### src/rtl/irq_vec_pkg.sv
package irq_vec_pkg;
  typedef struct packed {
    logic loadVec;
    logic dropVec;
  } arbStrobes_t;
endpackage

### src/rtl/irq_vec_datapath.sv
module irq_vec_datapath
  import irq_vec_pkg::*;
#(
  parameter int LEVEL_W = 3,
  parameter int ARB_LO_W = 3,
  parameter int BASE_W = 2,
  parameter int SUB_W = 6
) (
  input  logic                       clk,
  input  logic                       rstN,
  input  logic                       irqPending,
  input  logic [LEVEL_W-1:0]         irqLevel,
  input  logic [LEVEL_W-1:0]         cpuMask,
  input  logic [ARB_LO_W-1:0]        arbLow,
  input  logic                       arbTop,
  input  logic [BASE_W-1:0]          vecBase,
  input  logic [SUB_W-1:0]           subNum,
  input  logic [ARB_LO_W:0]          rivalMax,
  input  arbStrobes_t                strobes,
  output logic                       contend,
  output logic                       winNow,
  output logic [BASE_W+SUB_W-1:0]    vecOut
);
  localparam int ARB_W = ARB_LO_W + 1;
  localparam int VEC_W = BASE_W + SUB_W;
  localparam logic [LEVEL_W-1:0] TOP_LEVEL = '1;

  logic [ARB_W-1:0] localArb;
  logic             levelNonZero;
  logic             aboveMask;
  logic [VEC_W-1:0] vecQ;

  always_comb begin
    localArb     = {arbTop, arbLow};
    levelNonZero = |irqLevel;
    aboveMask    = (irqLevel == TOP_LEVEL) || (irqLevel > cpuMask);
    contend      = irqPending && levelNonZero && aboveMask;
    winNow       = contend && (localArb > rivalMax);
  end

  always_ff @(posedge clk) begin
    if (!rstN) begin
      vecQ <= '0;
    end else if (strobes.loadVec) begin
      vecQ <= {vecBase, subNum};
    end else if (strobes.dropVec) begin
      vecQ <= '0;
    end
  end

  assign vecOut = vecQ;

  // a zero level never reaches the contend line
  p_zero_level_r1: assert property (@(posedge clk) disable iff (!rstN)
    (irqLevel == '0) |-> !contend);

  // the top level ignores the mask
  p_top_level_r3: assert property (@(posedge clk) disable iff (!rstN)
    (irqPending && irqLevel == TOP_LEVEL) |-> contend);

  // no pending flag, no contention
  p_no_pending_r4: assert property (@(posedge clk) disable iff (!rstN)
    !irqPending |-> !contend);
endmodule

### src/rtl/irq_vec_control.sv
module irq_vec_control
  import irq_vec_pkg::*;
(
  input  logic        clk,
  input  logic        rstN,
  input  logic        ackStrobe,
  input  logic        winNow,
  output arbStrobes_t strobes,
  output logic        vecValid
);
  logic ackPrev;
  logic ackRise;
  logic validQ;

  always_comb begin
    ackRise         = ackStrobe && !ackPrev;
    strobes.loadVec = ackRise && winNow;
    strobes.dropVec = validQ;
  end

  always_ff @(posedge clk) begin
    if (!rstN) begin
      ackPrev <= 1'b0;
      validQ  <= 1'b0;
    end else begin
      ackPrev <= ackStrobe;
      validQ  <= strobes.loadVec;
    end
  end

  assign vecValid = validQ;

  // the valid pulse never lasts two cycles
  p_single_pulse_r8: assert property (@(posedge clk) disable iff (!rstN)
    vecValid |=> !vecValid);

  // a held strobe does not start a second arbitration
  p_no_rearm_r6: assert property (@(posedge clk) disable iff (!rstN)
    (ackStrobe && $past(ackStrobe)) |=> !vecValid);
endmodule

### src/rtl/irq_vec_arbiter.sv
module irq_vec_arbiter
  import irq_vec_pkg::*;
#(
  parameter int LEVEL_W = 3,
  parameter int ARB_LO_W = 3,
  parameter int BASE_W = 2,
  parameter int SUB_W = 6
) (
  input  logic                    clk,
  input  logic                    rstN,
  input  logic                    irqPending,
  input  logic [LEVEL_W-1:0]      irqLevel,
  input  logic [LEVEL_W-1:0]      cpuMask,
  input  logic [ARB_LO_W-1:0]     arbLow,
  input  logic                    arbTop,
  input  logic [BASE_W-1:0]       vecBase,
  input  logic [SUB_W-1:0]        subNum,
  input  logic                    ackStrobe,
  input  logic [ARB_LO_W:0]       rivalMax,
  output logic                    contend,
  output logic                    vecValid,
  output logic [BASE_W+SUB_W-1:0] vecOut
);
  arbStrobes_t strobes;
  logic        winNow;

  irq_vec_datapath #(
    .LEVEL_W(LEVEL_W), .ARB_LO_W(ARB_LO_W), .BASE_W(BASE_W), .SUB_W(SUB_W)
  ) i_datapath (
    .clk(clk), .rstN(rstN), .irqPending(irqPending), .irqLevel(irqLevel),
    .cpuMask(cpuMask), .arbLow(arbLow), .arbTop(arbTop), .vecBase(vecBase),
    .subNum(subNum), .rivalMax(rivalMax), .strobes(strobes),
    .contend(contend), .winNow(winNow), .vecOut(vecOut)
  );

  irq_vec_control i_control (
    .clk(clk), .rstN(rstN), .ackStrobe(ackStrobe), .winNow(winNow),
    .strobes(strobes), .vecValid(vecValid)
  );

  // a tie or a smaller local number never yields a vector
  p_tie_loses_r6: assert property (@(posedge clk) disable iff (!rstN)
    (ackStrobe && !$past(ackStrobe) && ({arbTop, arbLow} <= rivalMax)) |=> !vecValid);

  // the low vector bits carry the submodule number seen at the win
  p_vec_number_r7: assert property (@(posedge clk) disable iff (!rstN)
    vecValid |-> (vecOut[SUB_W-1:0] == $past(subNum)));

  // no vector leaks out without the valid pulse
  p_vec_quiet_r8: assert property (@(posedge clk) disable iff (!rstN)
    !vecValid |-> (vecOut == '0));
endmodule

### config.mk
export PLATFORM = sky130hd
export DESIGN_NAME = irq_vec_arbiter
export DESIGN_NICKNAME = d
export VERILOG_FILES = /design/src/rtl/irq_vec_pkg.sv /design/src/rtl/irq_vec_datapath.sv /design/src/rtl/irq_vec_control.sv /design/src/rtl/irq_vec_arbiter.sv
export SDC_FILE = /design/constraint.sdc
export NUM_CORES = 1
export LEC_CHECK = 0
export BUFFER_PORTS_ARGS = -buffer_cell sky130_fd_sc_hd__buf_2
export CAP_MARGIN = 20
export CELL_PAD_IN_SITES_DETAIL_PLACEMENT = 2
export CELL_PAD_IN_SITES_GLOBAL_PLACEMENT = 2
export CORE_MARGIN = 1.5
export CORE_UTILIZATION = 23
export DETAILED_ROUTE_END_ITERATION = 8
export PLACE_DENSITY_LB_ADDON = 0.25
export SLEW_MARGIN = 20
export SYNTH_ARGS = -nofsm -noshare
export SYNTH_HDL_FRONTEND = slang
export SYNTH_SLANG_ARGS = --single-unit
### constraint.sdc
create_clock -name clk -period 1.5 [get_ports clk]
set_input_delay 0.075 -clock clk [delete_from_list [all_inputs] [get_ports clk]]
set_output_delay 0.075 -clock clk [all_outputs]
set_load 0.03 [all_outputs]
Word-level counts from Yosys, hierarchy flattened. Index checks and enable logic that the tools add are counted.

Magnitude comparators: 2. Eq/ne operators: 1. Reduce and logical (&&, ||, !) cells: 9. Muxes and demuxes: 2.

Operator list (number): 2-to-1 mux 8 bit (2); logical AND 1 bit (5); greater-than comparator 4 bit (1); equality test 3 bit, second input constant (1); greater-than comparator 3 bit (1); OR reduction 3 bit (1); nonzero test 2 bit (1); zero test 1 bit (1); logical OR 1 bit (1).

Register bits after elaboration: 10. Output and inout bits: 10. Word-level logic and storage cells: 17.

Depth between registers and ports, before layout.
Word-level depth: 6. Gate-level depth with buffers: 7. Depth with buffers taken out: 7.

Cells and area by module. Synthesis repeated with hierarchy kept, for this count alone.

Cells, all modules: 68. Area, all modules: 605.6 µm².

Modules (own cells, without submodules): irq_vec_datapath (instances 1, area an instance 531.8 µm², seq. area each 160.2 µm², cells each 62); irq_vec_control (instances 1, area an instance 73.8 µm², seq. area each 40.0 µm², cells each 6).

Worst setup path after synthesis. Ideal clock, no wire load.

Path type: input -> register. From: input port cpuMask[2]. To: register i_datapath.vecQ[0], in the netlist i_datapath.vecOut[0]. Stages on the path: 7. Buffers on the path: 0. Library setup time: 0.072 ns. Slack: 0.121 ns. Arrival: 1.308 ns. Cells stage by stage: inv_1 ha_1 and3b_2 o211ai_2 o211ai_4 nand2_4 mux2i_1.

Longest elaborated chain between the ends: 6. Elaborated cells on any way between the ends: 7. Classes of those cells: 1 x order compare; 1 x mux; 5 x reduce/logical.

Ends and longest elaborated chain: start, declared (RTL line irq_vec_arbiter.sv:13) `input logic [LEVEL_W-1:0] cpuMask,`; greater-than comparator 3 bit (*) (RTL line irq_vec_datapath.sv:36) `aboveMask = (irqLevel == TOP_LEVEL) || (irqLevel > cpuMask);`; logical OR 1 bit (*) (RTL line irq_vec_datapath.sv:36); logical AND 1 bit (*) (RTL line irq_vec_datapath.sv:37) `contend = irqPending && levelNonZero && aboveMask;`; named net contend (RTL line irq_vec_arbiter.sv:20) `output logic contend,`; logical AND 1 bit (*) (RTL line irq_vec_datapath.sv:38) `winNow = contend && (localArb > rivalMax);`; logical AND 1 bit (*) (RTL line irq_vec_control.sv:17) `strobes.loadVec = ackRise && winNow;`; 2-to-1 mux 8 bit or nonzero test 2 bit (tied branches); end signal, assigned (RTL line irq_vec_datapath.sv:45) `vecQ <= {vecBase, subNum};`; end, declared (RTL line irq_vec_datapath.sv:31) `logic [VEC_W-1:0] vecQ;`.

The timed path passes the listed nets; every way through them passes the cells marked *. A chain may end at the register's enable or synchronous reset.

Final worst setup path.
From: input port irqLevel[2]. To: output port contend.

Longest elaborated chain between the ends: 3. Elaborated cells on any way between the ends: 6. Classes of those cells: 1 x order compare; 1 x eq/ne; 4 x reduce/logical.

Ends and longest elaborated chain: start, declared (RTL line irq_vec_arbiter.sv:12) `input logic [LEVEL_W-1:0] irqLevel,`; greater-than comparator 3 bit, or another cell as far along (RTL line irq_vec_datapath.sv:36); logical OR 1 bit or logical AND 1 bit (tied branches) (RTL line irq_vec_datapath.sv:36, irq_vec_datapath.sv:37); logical AND 1 bit (*) (RTL line irq_vec_datapath.sv:37); end, declared (RTL line irq_vec_arbiter.sv:20).

Every way passes the cells marked *; elsewhere a longest branch is shown, timed or not.

==> flow_metrics.env <==
export IMPL_grt_usage_pct=11.9
export IMPL_die_w_um=55.6
export IMPL_diodes=0
export IMPL_critPathRequiredTime_ns=1.42
export IMPL_insertion_delay_ns=0.26
export IMPL_cts_root_buf="clkbuf_4"
export IMPL_htreeDepth=1
export IMPL_endpoint="contend"
export IMPL_grt_use_met3_pct=2.33
export IMPL_syn_inst=68
export IMPL_drive_gt1_share_pct=43.3
export IMPL_routed_wl_um=1660
export IMPL_worst_setup_path_type="input pin to primary output"
export IMPL_rsz0062_at_grt="no"
export IMPL_ctsHoldBuffers=0
export IMPL_slew_violations=0
export IMPL_drc=0
export IMPL_netlist_area_um2=637
export IMPL_synthFlopType="dfxtp_1"
export IMPL_max_slew_margin_pct=78.4
export IMPL_gr_usage_met2_pct=20.1
export IMPL_cts_resized=0
export IMPL_path_clk_slew_ns=0.06
export IMPL_period_needed_ns=1.35
export IMPL_ys_ff_latch=10
export IMPL_p_seq_share_pct=44.6
export IMPL_fin_crit_sh_pct=90.1
export IMPL_io_pins=36
export IMPL_synth_top_cells_by_area="dfxtp_1 31%, ha_1 14%, mux2i_1 13%"
export IMPL_yosysWarnings=0
export IMPL_dr_first_iter_drc_count=8
export IMPL_clkPwrFrac_pct=29.1
export IMPL_reg2reg_to="i_datapath.vecOut[1]"
export IMPL_met1_usage_pct=13.7
export IMPL_fmax_mhz=740
export IMPL_yosysUniqueCellTypes=20
export IMPL_worst_pin_slew_ns=0.324
export IMPL_vias_per_cell=4.70
export IMPL_yosysTopAreaCellShare_pct=31.4
export IMPL_cp_slowest_cell="ha_1"
export IMPL_peakVddDrop_mv=0.289
export IMPL_p_int_uw=439
export IMPL_crit_top_cell="buf_2"
export IMPL_power_frac_comb_pct=26.3
export IMPL_cap_violations=0
export IMPL_grt_pass1_wl_um=2880
export IMPL_grt_start_max_net_pins=19
export IMPL_portBuffers=35
export IMPL_syn_to_final_growth_pct=35.8
export IMPL_dp_cells=131
export IMPL_postRouteAntennaNets=0
export IMPL_stdcell_count=134
export IMPL_cts_setup_buffers=0
export IMPL_die_y_um=55.6
export IMPL_ys_async_sr_fraction_pct=0
export IMPL_hpwl_um=1370
export IMPL_status="completed"
export IMPL_avgSynthCellArea_um2=9.37
export IMPL_worstPathMaxFanout=3
export IMPL_power_density_nw_per_um2=721
export IMPL_crit_chain="buf_2, ha_1, a21o_2, o211ai_2, o211ai_4, buf_2"
export IMPL_switchingPower_uw=184
export IMPL_gp_congestion=0.658
export IMPL_grt_pass1_vias=660
export IMPL_synth_area_leader_cell="dfxtp_1"
export IMPL_cts_tree="yes"
export IMPL_yosysMostFrequentCell="dfxtp_1"
export IMPL_worst_r2r_cell_count=4
export IMPL_cts_buffers_inserted=3
export IMPL_overflow=0
export IMPL_end_kind="primary output"
export IMPL_crit_arrival_ns=1.28
export IMPL_core_area_um2=2540
export IMPL_finClkSkew_ns=0.00625
export IMPL_clockBufferDepth=2
export IMPL_dieArea_um2=3090
export IMPL_switching_share_pct=29.5
export IMPL_start_kind="input pin"
export IMPL_via_count=630
export IMPL_hold_start="ackStrobe"
export IMPL_rrSetupSlack_ns=0.35
export IMPL_initial_utilization_pct=25.0
export IMPL_whs_ns=0.0419
export IMPL_drt_wirelength_per_cell_um=12.4
export IMPL_antenna_found_initial=0
export IMPL_cts_sinks=10
export IMPL_syn_nets=101
export IMPL_r2r_start="i_control.ackPrev"
export IMPL_total_leakage_power_uw=0.000498
export IMPL_rows=18
export IMPL_grt_most_used_layer="met2"
export IMPL_fin_nets=139
export IMPL_max_stage_delay_ns=0.32
export IMPL_hold_viol_final=0
export IMPL_synth_seq_area_share_pct=31.4
export IMPL_min_path_type="input pin to flip-flop"
export IMPL_synth_common_cells="10 x dfxtp_1, 9 x nand3b_1, 8 x mux2i_1, 8 x nand2_1"
export IMPL_cp_startpoint="irqLevel[2]"
export IMPL_dr_pass1_iters=2
export IMPL_synth_edf_count=0
export IMPL_finalSetupViolations=0
## worst min path at each step
stage | end | slack, ns | cells after the start
6_report | i_control.ackPrev | 0.04 | 2
5_1_grt | i_datapath.vecOut[0] | 0.06 | 3
4_1_cts | i_control.ackPrev | 0.04 | 2
3_5_place_dp | i_control.ackPrev | 0.31 | 2
3_3_place_gp | i_control.ackPrev | 0.31 | 2
2_1_floorplan | i_control.ackPrev | 0.20 | 1
## cells by family (layout without fill, tap and decap cells)
| group | Yosys count | count (layout) | synth area share [%] |
|---|---|---|---|
| and+or+nand+nor | 27 | 27 | 26.3 |
| DFF | 10 | 10 | 31.4 |
| buffers and inverters | 9 | 45 | 5.31 |
| muxes | 8 | 8 | 12.6 |
| adders and majority gates | 7 | 7 | 13.8 |
| AOI/OAI and AO/OA | 7 | 7 | 10.6 |
## metrics by stage
stage	cell area, um2	setup TNS, ns	setup WS (ns)	total power [uW]	util, %
global route	865	0	0.0970	661	34.0
floorplan	637	0	0.121	388	-
CTS	865	0	0.134	636	34.0
global placement	842	0	0.0356	445	33.1
finish	865	0	0.148	623	34.0
detailed placement	842	-0.198	-0.0551	451	33.1
## flip-flops by register name, indices dropped and copies added, names as in the netlist
register / count
i_datapath.vecOut: 8
i_control.vecValid: 1
i_control.ackPrev: 1
## metal layers
metal,up-vias,share of wire [%]
met3,4,6.3
met2,23,48
met5,-,0
li1,314,-
met4,0,2.8
met1,289,43
## power groups by stage
stage                     Clock, uW  Sequential [uW]  Combinational, uW
after global routing            200              279                182
after detailed placement          0              284                166
after CTS                       190              278                168
final                           181              278                164
after floorplan                   0              296               91.8
after global placement            0              284                161
## area by class of cell
type,instances,area [um2]
Fill cell,312,1680
Multi-Input combinational cell,49,403
Inverter,7,26.3
Clock buffer,3,22.5
Tap cell,30,37.5
Sequential cell,10,200
Timing Repair Buffer,35,175
## critical path, delay by kind of cell
| family | cells | cell delay (ns) |
|---|---|---|
| adders and majority gates | 1 | 0.32 |
| AOI/OAI and AO/OA | 3 | 0.57 |
| buffers and inverters | 2 | 0.30 |
## layout by cell type (no fill, tap or decap)
cell type  instances
mux2i_1            8
and3b_2            1
nand2_4            1
clkbuf_4           3
a21o_2             1
o211ai_1           2
o211ai_2           1
nand3b_1           9
and3_2             1
inv_1              7
nor2b_1            1
nand3_1            2
nor2_2             1
nand2_1            8
a21oi_1            2
nand4_1            1
and2_1             2
buf_2             35
ha_1               7
dfxtp_1           10
o211ai_4           1
Note: power is estimated with default switching activity, not from simulation.
